**src/rtl/xbp_pkg.sv**
```systemverilog
package xbp_pkg;
  localparam int unsigned OUTS_PER_DEV = 8;
  localparam int unsigned IN_IDX_W     = 4;
  localparam int unsigned OUT_IDX_W    = 3;
  localparam int unsigned SLOT_W       = IN_IDX_W + 1;
  localparam int unsigned DEV_FRAME_W  = OUTS_PER_DEV * SLOT_W;
  localparam int unsigned UPD_W        = OUT_IDX_W + IN_IDX_W + 1;

  typedef enum logic [2:0] {
    ST_IDLE,
    ST_LEAD,
    ST_HIGH,
    ST_LOW,
    ST_RELEASE,
    ST_TAIL_HI,
    ST_TAIL_LO,
    ST_COMMIT
  } seq_state_e;
endpackage

```
**src/rtl/xbp_frame_pack.sv**
```systemverilog
module xbp_frame_pack
  import xbp_pkg::*;
#(
  parameter int unsigned NDEV = 2
) (
  input  logic [NDEV*DEV_FRAME_W-1:0] table_i,
  output logic [NDEV*DEV_FRAME_W-1:0] stream_o
);
  // Stream slot 0 (shifted first) carries the farthest device.
  for (genvar d = 0; d < NDEV; d++) begin : g_slot
    assign stream_o[d*DEV_FRAME_W +: DEV_FRAME_W] =
      table_i[(NDEV-1-d)*DEV_FRAME_W +: DEV_FRAME_W];
  end
endmodule

```
**src/rtl/xbp_shifter.sv**
```systemverilog
module xbp_shifter #(
  parameter int unsigned W     = 80,
  parameter int unsigned CNT_W = 7
) (
  input  logic             clk,
  input  logic             rst_n,
  input  logic             load,
  input  logic [W-1:0]     load_vec,
  input  logic [CNT_W-1:0] load_len,
  input  logic             shift,
  output logic             bit_o,
  output logic             last_o
);
  logic [W-1:0]     sreg_q, sreg_d;
  logic [CNT_W-1:0] cnt_q, cnt_d;

  always_comb begin
    sreg_d = sreg_q;
    cnt_d  = cnt_q;
    if (load) begin
      sreg_d = load_vec;
      cnt_d  = load_len;
    end else if (shift) begin
      sreg_d = {1'b0, sreg_q[W-1:1]};
      cnt_d  = cnt_q - 1'b1;
    end
  end

  always_ff @(posedge clk or negedge rst_n) begin
    if (!rst_n) begin
      sreg_q <= '0;
      cnt_q  <= '0;
    end else begin
      sreg_q <= sreg_d;
      cnt_q  <= cnt_d;
    end
  end

  assign bit_o  = sreg_q[0];
  assign last_o = (cnt_q == CNT_W'(1));
endmodule

```
**src/rtl/xbp_timer.sv**
```systemverilog
module xbp_timer #(
  parameter int unsigned W = 2
) (
  input  logic         clk,
  input  logic         rst_n,
  input  logic         load,
  input  logic [W-1:0] load_val,
  output logic         zero_o
);
  logic [W-1:0] cnt_q, cnt_d;

  always_comb begin
    cnt_d = cnt_q;
    if (load)             cnt_d = load_val;
    else if (cnt_q != '0) cnt_d = cnt_q - 1'b1;
  end

  always_ff @(posedge clk or negedge rst_n) begin
    if (!rst_n) cnt_q <= '0;
    else        cnt_q <= cnt_d;
  end

  assign zero_o = (cnt_q == '0);
endmodule

```
**src/rtl/xbp_chain_master.sv**
```systemverilog
module xbp_chain_master
  import xbp_pkg::*;
#(
  parameter int unsigned NDEV        = 2,
  parameter int unsigned HALF_CLKS   = 2,
  parameter int unsigned LEAD_CLKS   = 3,
  parameter int unsigned COMMIT_CLKS = 2,
  parameter bit          THREE_WIRE  = 1'b0
) (
  input  logic                        clk,
  input  logic                        rst_n,
  input  logic                        req_valid,
  input  logic                        req_single,
  input  logic [NDEV*DEV_FRAME_W-1:0] route_table,
  input  logic [OUT_IDX_W-1:0]        upd_out,
  input  logic [IN_IDX_W-1:0]         upd_in,
  input  logic                        upd_off,
  output logic                        busy,
  output logic                        done,
  output logic                        ser_clk,
  output logic                        ser_sel_n,
  output logic                        ser_data,
  output logic                        ser_mode,
  output logic                        ser_commit
);
  localparam int unsigned FRAME_W = NDEV * DEV_FRAME_W;
  localparam int unsigned LEN_W   = $clog2(FRAME_W + 1);
  localparam int unsigned T_A     = (HALF_CLKS > LEAD_CLKS) ? HALF_CLKS : LEAD_CLKS;
  localparam int unsigned T_MAX   = (T_A > COMMIT_CLKS) ? T_A : COMMIT_CLKS;
  localparam int unsigned TMR_W   = $clog2(T_MAX + 1);
  localparam logic [TMR_W-1:0] HALF_LD   = TMR_W'(HALF_CLKS - 1);
  localparam logic [TMR_W-1:0] LEAD_LD   = TMR_W'(LEAD_CLKS - 1);
  localparam logic [TMR_W-1:0] COMMIT_LD = TMR_W'(COMMIT_CLKS - 1);

  // reset: asserted asynchronously, released through two flops
  logic [1:0] rst_pipe_q;
  logic       core_rst_n;
  always_ff @(posedge clk or negedge rst_n) begin
    if (!rst_n) rst_pipe_q <= '0;
    else        rst_pipe_q <= {rst_pipe_q[0], 1'b1};
  end
  assign core_rst_n = rst_pipe_q[1];

  seq_state_e         state_q, state_d;
  logic               mode_q, mode_d;
  logic               tmr_load, tmr_zero;
  logic [TMR_W-1:0]   tmr_val;
  logic               sh_load, sh_shift, sh_bit, sh_last;
  logic [FRAME_W-1:0] packed_tbl, load_vec;
  logic [LEN_W-1:0]   load_len;
  logic               sclk_q, sclk_d, sel_n_q, sel_n_d, done_q, done_d;

  xbp_frame_pack #(.NDEV(NDEV)) pack_i (
    .table_i (route_table),
    .stream_o(packed_tbl)
  );

  assign load_vec = req_single ? FRAME_W'({upd_off, upd_in, upd_out}) : packed_tbl;
  assign load_len = req_single ? LEN_W'(UPD_W) : LEN_W'(FRAME_W);

  xbp_shifter #(.W(FRAME_W), .CNT_W(LEN_W)) shift_i (
    .clk     (clk),
    .rst_n   (core_rst_n),
    .load    (sh_load),
    .load_vec(load_vec),
    .load_len(load_len),
    .shift   (sh_shift),
    .bit_o   (sh_bit),
    .last_o  (sh_last)
  );

  xbp_timer #(.W(TMR_W)) timer_i (
    .clk     (clk),
    .rst_n   (core_rst_n),
    .load    (tmr_load),
    .load_val(tmr_val),
    .zero_o  (tmr_zero)
  );

  // next-state logic
  always_comb begin
    state_d  = state_q;
    mode_d   = mode_q;
    tmr_load = 1'b0;
    tmr_val  = HALF_LD;
    sh_load  = 1'b0;
    sh_shift = 1'b0;
    unique case (state_q)
      ST_IDLE: if (req_valid) begin
        sh_load  = 1'b1;
        mode_d   = req_single;
        state_d  = ST_LEAD;
        tmr_load = 1'b1;
        tmr_val  = LEAD_LD;
      end
      ST_LEAD: if (tmr_zero) begin
        state_d  = ST_HIGH;
        tmr_load = 1'b1;
      end
      ST_HIGH: if (tmr_zero) begin
        state_d  = ST_LOW;
        tmr_load = 1'b1;
      end
      ST_LOW: if (tmr_zero) begin
        tmr_load = 1'b1;
        if (sh_last) begin
          state_d = ST_RELEASE;
        end else begin
          sh_shift = 1'b1;
          state_d  = ST_HIGH;
        end
      end
      ST_RELEASE: if (tmr_zero) begin
        state_d  = ST_TAIL_HI;
        tmr_load = 1'b1;
      end
      ST_TAIL_HI: if (tmr_zero) begin
        state_d  = ST_TAIL_LO;
        tmr_load = 1'b1;
      end
      ST_TAIL_LO: if (tmr_zero) begin
        if (THREE_WIRE) begin
          state_d = ST_IDLE;
        end else begin
          state_d  = ST_COMMIT;
          tmr_load = 1'b1;
          tmr_val  = COMMIT_LD;
        end
      end
      ST_COMMIT: if (tmr_zero) state_d = ST_IDLE;
      default: state_d = ST_IDLE;
    endcase
  end

  // serial pins are registered, decoded from the next state
  assign sclk_d  = (state_d == ST_HIGH) || (state_d == ST_TAIL_HI);
  assign sel_n_d = !((state_d == ST_LEAD) || (state_d == ST_HIGH) || (state_d == ST_LOW));
  assign done_d  = (state_q != ST_IDLE) && (state_d == ST_IDLE);

  always_ff @(posedge clk or negedge core_rst_n) begin
    if (!core_rst_n) begin
      state_q <= ST_IDLE;
      mode_q  <= 1'b0;
      sclk_q  <= 1'b0;
      sel_n_q <= 1'b1;
      done_q  <= 1'b0;
    end else begin
      state_q <= state_d;
      mode_q  <= mode_d;
      sclk_q  <= sclk_d;
      sel_n_q <= sel_n_d;
      done_q  <= done_d;
    end
  end

  if (THREE_WIRE) begin : g_shared_line
    assign ser_commit = sel_n_q;
  end else begin : g_own_strobe
    logic commit_q, commit_d;
    assign commit_d = (state_d == ST_COMMIT);
    always_ff @(posedge clk or negedge core_rst_n) begin
      if (!core_rst_n) commit_q <= 1'b0;
      else             commit_q <= commit_d;
    end
    assign ser_commit = commit_q;
  end

  assign busy      = (state_q != ST_IDLE);
  assign done      = done_q;
  assign ser_clk   = sclk_q;
  assign ser_sel_n = sel_n_q;
  assign ser_data  = sh_bit;
  assign ser_mode  = mode_q;
endmodule

```
**config.mk**
```make
export PLATFORM = sky130hd
export DESIGN_NAME = xbp_chain_master
export DESIGN_NICKNAME = d
export VERILOG_FILES = /design/src/rtl/xbp_pkg.sv /design/src/rtl/xbp_frame_pack.sv /design/src/rtl/xbp_shifter.sv /design/src/rtl/xbp_timer.sv /design/src/rtl/xbp_chain_master.sv
export SDC_FILE = /design/constraint.sdc
export NUM_CORES = 1
export LEC_CHECK = 0
export BUFFER_PORTS_ARGS = -buffer_cell sky130_fd_sc_hd__buf_2
export CAP_MARGIN = 15
export CORE_MARGIN = 2
export CORE_UTILIZATION = 60
export CTS_BUF_LIST = sky130_fd_sc_hd__clkbuf_16
export DETAILED_ROUTE_END_ITERATION = 16
export GPL_TIMING_DRIVEN = 0
export PLACE_DENSITY = 0.91
export SLEW_MARGIN = 10
export SYNTH_ARGS = -nofsm -noshare
export SYNTH_HDL_FRONTEND = slang
export SYNTH_SLANG_ARGS = --single-unit
export TNS_END_PERCENT = 30
```
**constraint.sdc**
```tcl
create_clock -name clk -period 4.4 [get_ports clk]
set_clock_uncertainty 0.1 [all_clocks]
set_input_delay 0.66 -clock clk [delete_from_list [all_inputs] [get_ports clk]]
set_output_delay 0.66 -clock clk [all_outputs]
set_load 0.02 [all_outputs]
```
## After elaboration in Yosys (flattened, before gate mapping)

Cells that the tools add are included.

- Register bits: 99
- Latch bits: 0
- Memory bits (writable): 0
- Memory bits (read-only): 0
- Input bits: 92
- Output and inout bits: 7
- Logic and storage cells: 66
- Memories kept: 0

- Add/subtract/negate cells: 2
- $mul: 0
- Divide/modulo/power cells: 0
- Order comparisons: 0
- Equal/unequal tests: 13
- Shift-type cells: 0
- Multiplexer cells: 27
- Bitwise gates (word level): 0
- Reduce and logical (&&, ||, !) cells: 14

Operators with widths:

| operator | count |
|---|---|
| $mux 80 | 3 |
| $mux 3 | 9 |
| $pmux 3 s8 | 1 |
| $mux 7 | 3 |
| $eq 3x3->1 const B | 6 |
| $eq 3x2->1 const B | 4 |
| $mux 2 | 4 |
| $eq 7x1->1 const B | 1 |
| $sub 7x1->7 const B | 1 |
| $eq 3x1->1 const B | 2 |
| $logic_not 3->1 | 2 |
| $mux 1 | 6 |
| $reduce_bool 2->1 | 3 |
| $reduce_or 6->1 | 1 |
| $logic_or 1x1->1 | 3 |
| $reduce_bool 3->1 | 1 |
| $logic_not 2->1 | 1 |
| $pmux 1 s2 | 1 |
| $reduce_and 2->1 | 1 |
| $sub 2x1->2 const B | 1 |
| $logic_and 1x1->1 | 1 |
| $logic_not 1->1 | 1 |

## Longest topological paths before layout

- Depth after elaboration: 8
- Mapped depth: 9
- Mapped depth without buffers: 6

## Cells and area by module

A second synthesis with hierarchy kept.

- Cells, all modules: 622
- Area, all modules: 5801.8 µm²

By module, submodules not included:

| module | times used | cells an instance | area each (µm²) | sequential area each (µm²) |
|---|---|---|---|---|
| xbp_shifter | 1 | 391 | 4017.6 | 2177.1 |
| xbp_chain_master | 1 | 139 | 1071.0 | 251.5 |
| xbp_frame_pack | 1 | 80 | 600.6 | 0.0 |
| xbp_timer | 1 | 12 | 112.6 | 50.0 |

## Least setup slack after synthesis

Ideal clock, no wire load.

- Path kind: reg2reg
- Start: register shift_i.cnt_q[0]
- End: register shift_i.sreg_q[10]
- Data arrival time: 1.517 ns
- Path slack: 2.645 ns
- Stages on the path, launching flop included: 7
- Buffers on the path: 2
- Period minus slack after synthesis: 1.755 ns
- Path through: dfrtp_1 -> ha_1 -> nor2b_1 -> a211oi_2 -> buf_6 -> clkbuf_1 -> o211ai_1

- Cells in the longest elaborated chain, start to end: 5

RTL lines:

| what | RTL line | source |
|---|---|---|
| start, declared | xbp_shifter.sv:15 | `logic [CNT_W-1:0] cnt_q, cnt_d;` |
| start signal, assigned | xbp_shifter.sv:35 | `cnt_q <= cnt_d;` |
| $eq 7x1->1 | xbp_shifter.sv:40 | `assign last_o = (cnt_q == CNT_W'(1));` |
| $mux 1 | xbp_chain_master.sv:106 | `if (sh_last) begin` |
| $mux 1 | xbp_chain_master.sv:104 | `ST_LOW: if (tmr_zero) begin` |
| $mux 1 | xbp_chain_master.sv:88 | `unique case (state_q)` |
| $reduce_bool 2->1 (no source line) | -- |  |
| end signal, assigned | xbp_shifter.sv:34 | `sreg_q <= sreg_d;` |
| end, declared | xbp_shifter.sv:14 | `logic [W-1:0] sreg_q, sreg_d;` |

Every way passes these cells.
A chain may end at the register's enable or synchronous reset.

## Worst setup path after layout

- Start: register state_q[0]
- End: output port busy

- Cells in the longest elaborated chain, start to end: 1

RTL lines:

| what | RTL line | source |
|---|---|---|
| start, declared | xbp_chain_master.sv:44 | `seq_state_e state_q, state_d;` |
| start signal, assigned | xbp_chain_master.sv:148 | `state_q <= state_d;` |
| $reduce_bool 3->1 | xbp_chain_master.sv:168 | `assign busy = (state_q != ST_IDLE);` |
| end, declared | xbp_chain_master.sv:18 | `output logic busy,` |

Every way passes these cells.

==> impl_results.md <==
- Setup CP Type: reg2out
- Clock latency on the worst-skew pair: roughly 0.34 ns
- MaxCap Viol Count: 0
- Via Count: about 4500
- DRC Markers: 0
- Power Dens Cells: approximately 500 nW/um^2
- DIE HEIGHT: a little under 100 um
- Worst r2r src: shift_i.cnt_q[0]
- GRT Residual Overflow: 0
- Number of synthesized flops with an enable pin: 0
- Post-route ant nets: 0
- Buffers on Ports: 97
- HP Class: reg2async
- Status: finished, final reports clean
- Met2 usage: 46.6%
- Post-Syn Nets: 640
- Rows: 33
- Setup-failing EPs final: 0
- GP Congestion: roughly 0.85
- Grt peak-use layer: met2
- Peak fanout along the critical path: 10
- Initial Utilization: 62.0%
- Clock Pin Slew Worst Setup and Hold Paths: approximately 0.06 ns
- Reg2reg end: shift_i.sreg_q[27]
- Relative slew slack: between 40% and 50%
- Reg2reg setup slack: about 2.3 ns
- P_leak: about 2.6 nW
- Die area: just over 9000 um^2
- Final period utilization: about half
- Post-layout minimum cycle time: between 2 and 2.5 ns
- Post-layout util: about three quarters
- Layout Area Growth over Synthesis: 18.6%
- Top post-synthesis cells by area: dfrtp_1, nand2_1, nand3b_1, o211ai_1, buf_6
- FMAX: ~460 MHz
- CTS tree: done
- Reg2reg path depth: 6
- Setup TNS: 0 ns
- Share of cells above drive strength 1: between 20% and 30%
- Comb pwr share: between 20% and 30%
- Synth warnings: 0
- Total track usage: between 20% and 30%
- Largest area contributor in the synthesized netlist: dfrtp_1
- Sequential area share after synthesis: roughly half
- Nets: 750
- Wirelength per Cell: approximately 16 um
- Seq cells post-synth: 99
- Switching share of power: approximately a third
- Startpoint Class: register
- Clk sinks: approximately 100
- Clk buf depth: 2
- Final Hold Slack: around 0.22 ns
- Cells after synthesis: ~550
- Met3 usage: 3.96%
- Post-synth top area share: 47.9%
- H-tree levels: 3
- Slew Limit Fails: 0
- Num CTS Buffers: 9
- M1 GR Usage: a little over a third
- Post-synthesis async set-or-reset flop share: 100%
- Largest net degree at the start of global routing: 62
- Clock root buffer: clkbuf_16
- Synth Flop Type: dfrtp_1
- Int Power: approximately 2.0 mW
- ANT cells: 0
- Gates resized, CTS repair: 0
- Netlist cell types: 40
- Flop pwr share: a little over two fifths
- Psw: ~1.0 mW
- Iter 0 DRT Violations: roughly 270
- Mapped Area: between 5000 and 6000 um^2
- Worst Path Required: ~3.6 ns
- Mean Syn Cell Area: approximately 9.4 um^2
- Worst Tran Pin Value: 0.799 ns
- Max VDD drop: between 0.2 and 0.3 mV
- Final hold vios: 0
- DR vias/cell: just under 6
- Dpl hpwl: about 8500 um
- First-pass GRT wire length: 19500 um
- Vias in the first global route: roughly 4300
- Total Wirelength: about 12000 um
- Core area: slightly above 8000 um^2
- RSZ-0062 raised after global routing: false
- CP endpoint kind: output pin
- Post-CTS Setup Bufs: 0
- Critical Path AT: around 1.4 ns
- Clk pwr share: between 20% and 30%
- Ports: slightly below 100
- Initial antenna violation count: 0
- Hold_buf cts: 1
- Die Span X: around 96 um
- Initial DRT Pass Iterations: 5
-- final cells by class --
type                            count  area [um^2]
Buffer                             49          294
Timing Repair Buffer               99          523
Multi-Input combinational cell    391         2320
Inverter                            6         22.5
Fill cell                         598         2180
Tap cell                          105          131
Sequential cell                    99         2480
Clock buffer                        9          225
Clock inverter                      5         71.3
-- cell usage after synthesis (2+ instances only) --
cell      count
nor3_1        2
nor2b_1       3
xor2_1        2
dfrtp_1      98
o211ai_2      2
buf_2         7
o311ai_0      2
a21oi_1       9
mux2i_1      12
buf_6        12
nor2_1        8
and3_1        2
nand3b_1     73
nand2_1     169
buf_4         3
o21ai_0       3
inv_1         6
o211ai_1     70
and2_1        2
xnor2_1       2
ha_1          3
o221ai_1      7
a211oi_1      2
nand3_1       4
clkbuf_1     27
-- cell usage in the layout (no fill, tap or decap), drive strengths merged --
cell type and n:
nand3 4, and3 2, buf 120, nand3b 73, o21ai 4, mux2i 12, dfstp 1, dfrtp 98
nand4b 1, nor4 1, and4 1, or4 1, o221ai 7, ha 3, xnor2 2, o211ai 72
and2 2, clkinv 2, nor4b 1, a31oi 1, dlygate4sd3 1, nor3 3, conb 1, bufinv 2
a21oi 9, nand2b 1, inv 7, xor2 2, nand2 169, clkbuf 36, or2 1, o2111ai 1
a221oi 1, o311ai 2, a211oi 3, nor2b 3, nor2 8
-- per-stage QoR --
step / instance area, um^2 / std cells / worst slack [ns] / total power [mW]
after floorplan: 5120 / 545 / 1.34 / 1.98
after global placement: 5740 / 747 / 0.367 / 2.16
after detailed placement: 5770 / 748 / 2.21 / 2.23
after CTS: 6070 / 763 / 2.20 / 3.04
after global routing: 6070 / 763 / 2.12 / 3.22
final: 6070 / 763 / 2.21 / 3.04
-- worst max-delay path, stage by stage (launching register included) --
cell and delay [ns]:
dfrtp_1 0.42, buf_4 0.19, nor3_2 0.22, inv_1 0.10
buf_2 0.17
-- kinds of logic (layout without fill, tap and decap cells) --
logic type | Yosys count | after routing | share of synthesized area, %
xor+xnor | 4 | 4 | 0.684
buf+inv | 55 | 168 | 6.18
mux | 12 | 12 | 2.35
fa+ha+maj | 3 | 3 | 0.733
other cells | 1 | 1 | 0.0732
compound gates | 100 | 100 | 14.6
simple gates | 271 | 271 | 27.0
flops | 99 | 99 | 48.4
-- metal layers --
metal,up-vias,routed length [um]
li1,2115,-
met1,2211,5110
met2,185,6260
met3,32,746
met4,0,321
met5,-,0
-- how the worst max path moves through the flow --
stage / startpoint / endpoint / slack (ns) / cells after the start
CTS: state_q[0] / busy / 2.20 / 4
global placement: rst_pipe_q[1] / shift_i.sreg_q[37] / 0.37 / 0
floorplan: rst_pipe_q[1] / done / 1.34 / 0
detailed placement: req_single / shift_i.sreg_q[12] / 2.21 / 4
finish: state_q[0] / busy / 2.21 / 4
global route: state_q[0] / busy / 2.12 / 4
-- sequential cells by signal, summed over array words and instances (netlist names) --
name and count:
ser_sel_n 1, shift_i.sreg_q 80, ser_clk 1, timer_i.cnt_q 2, ser_mode 1, state_q 3
shift_i.cnt_q 7, ser_commit 1, rst_pipe_q 2, done 1
-- power by group through the flow --
stage / registers [mW] / clock network [mW] / logic, mW
6_report: 1.33 / 0.807 / 0.908
5_1_grt: 1.35 / 0.849 / 1.02
4_1_cts: 1.32 / 0.812 / 0.909
3_5_place_dp: 1.33 / 0 / 0.900
3_3_place_gp: 1.33 / 0 / 0.834
2_1_floorplan: 1.32 / 0 / 0.657
Note: power is estimated with default switching activity, not from simulation.
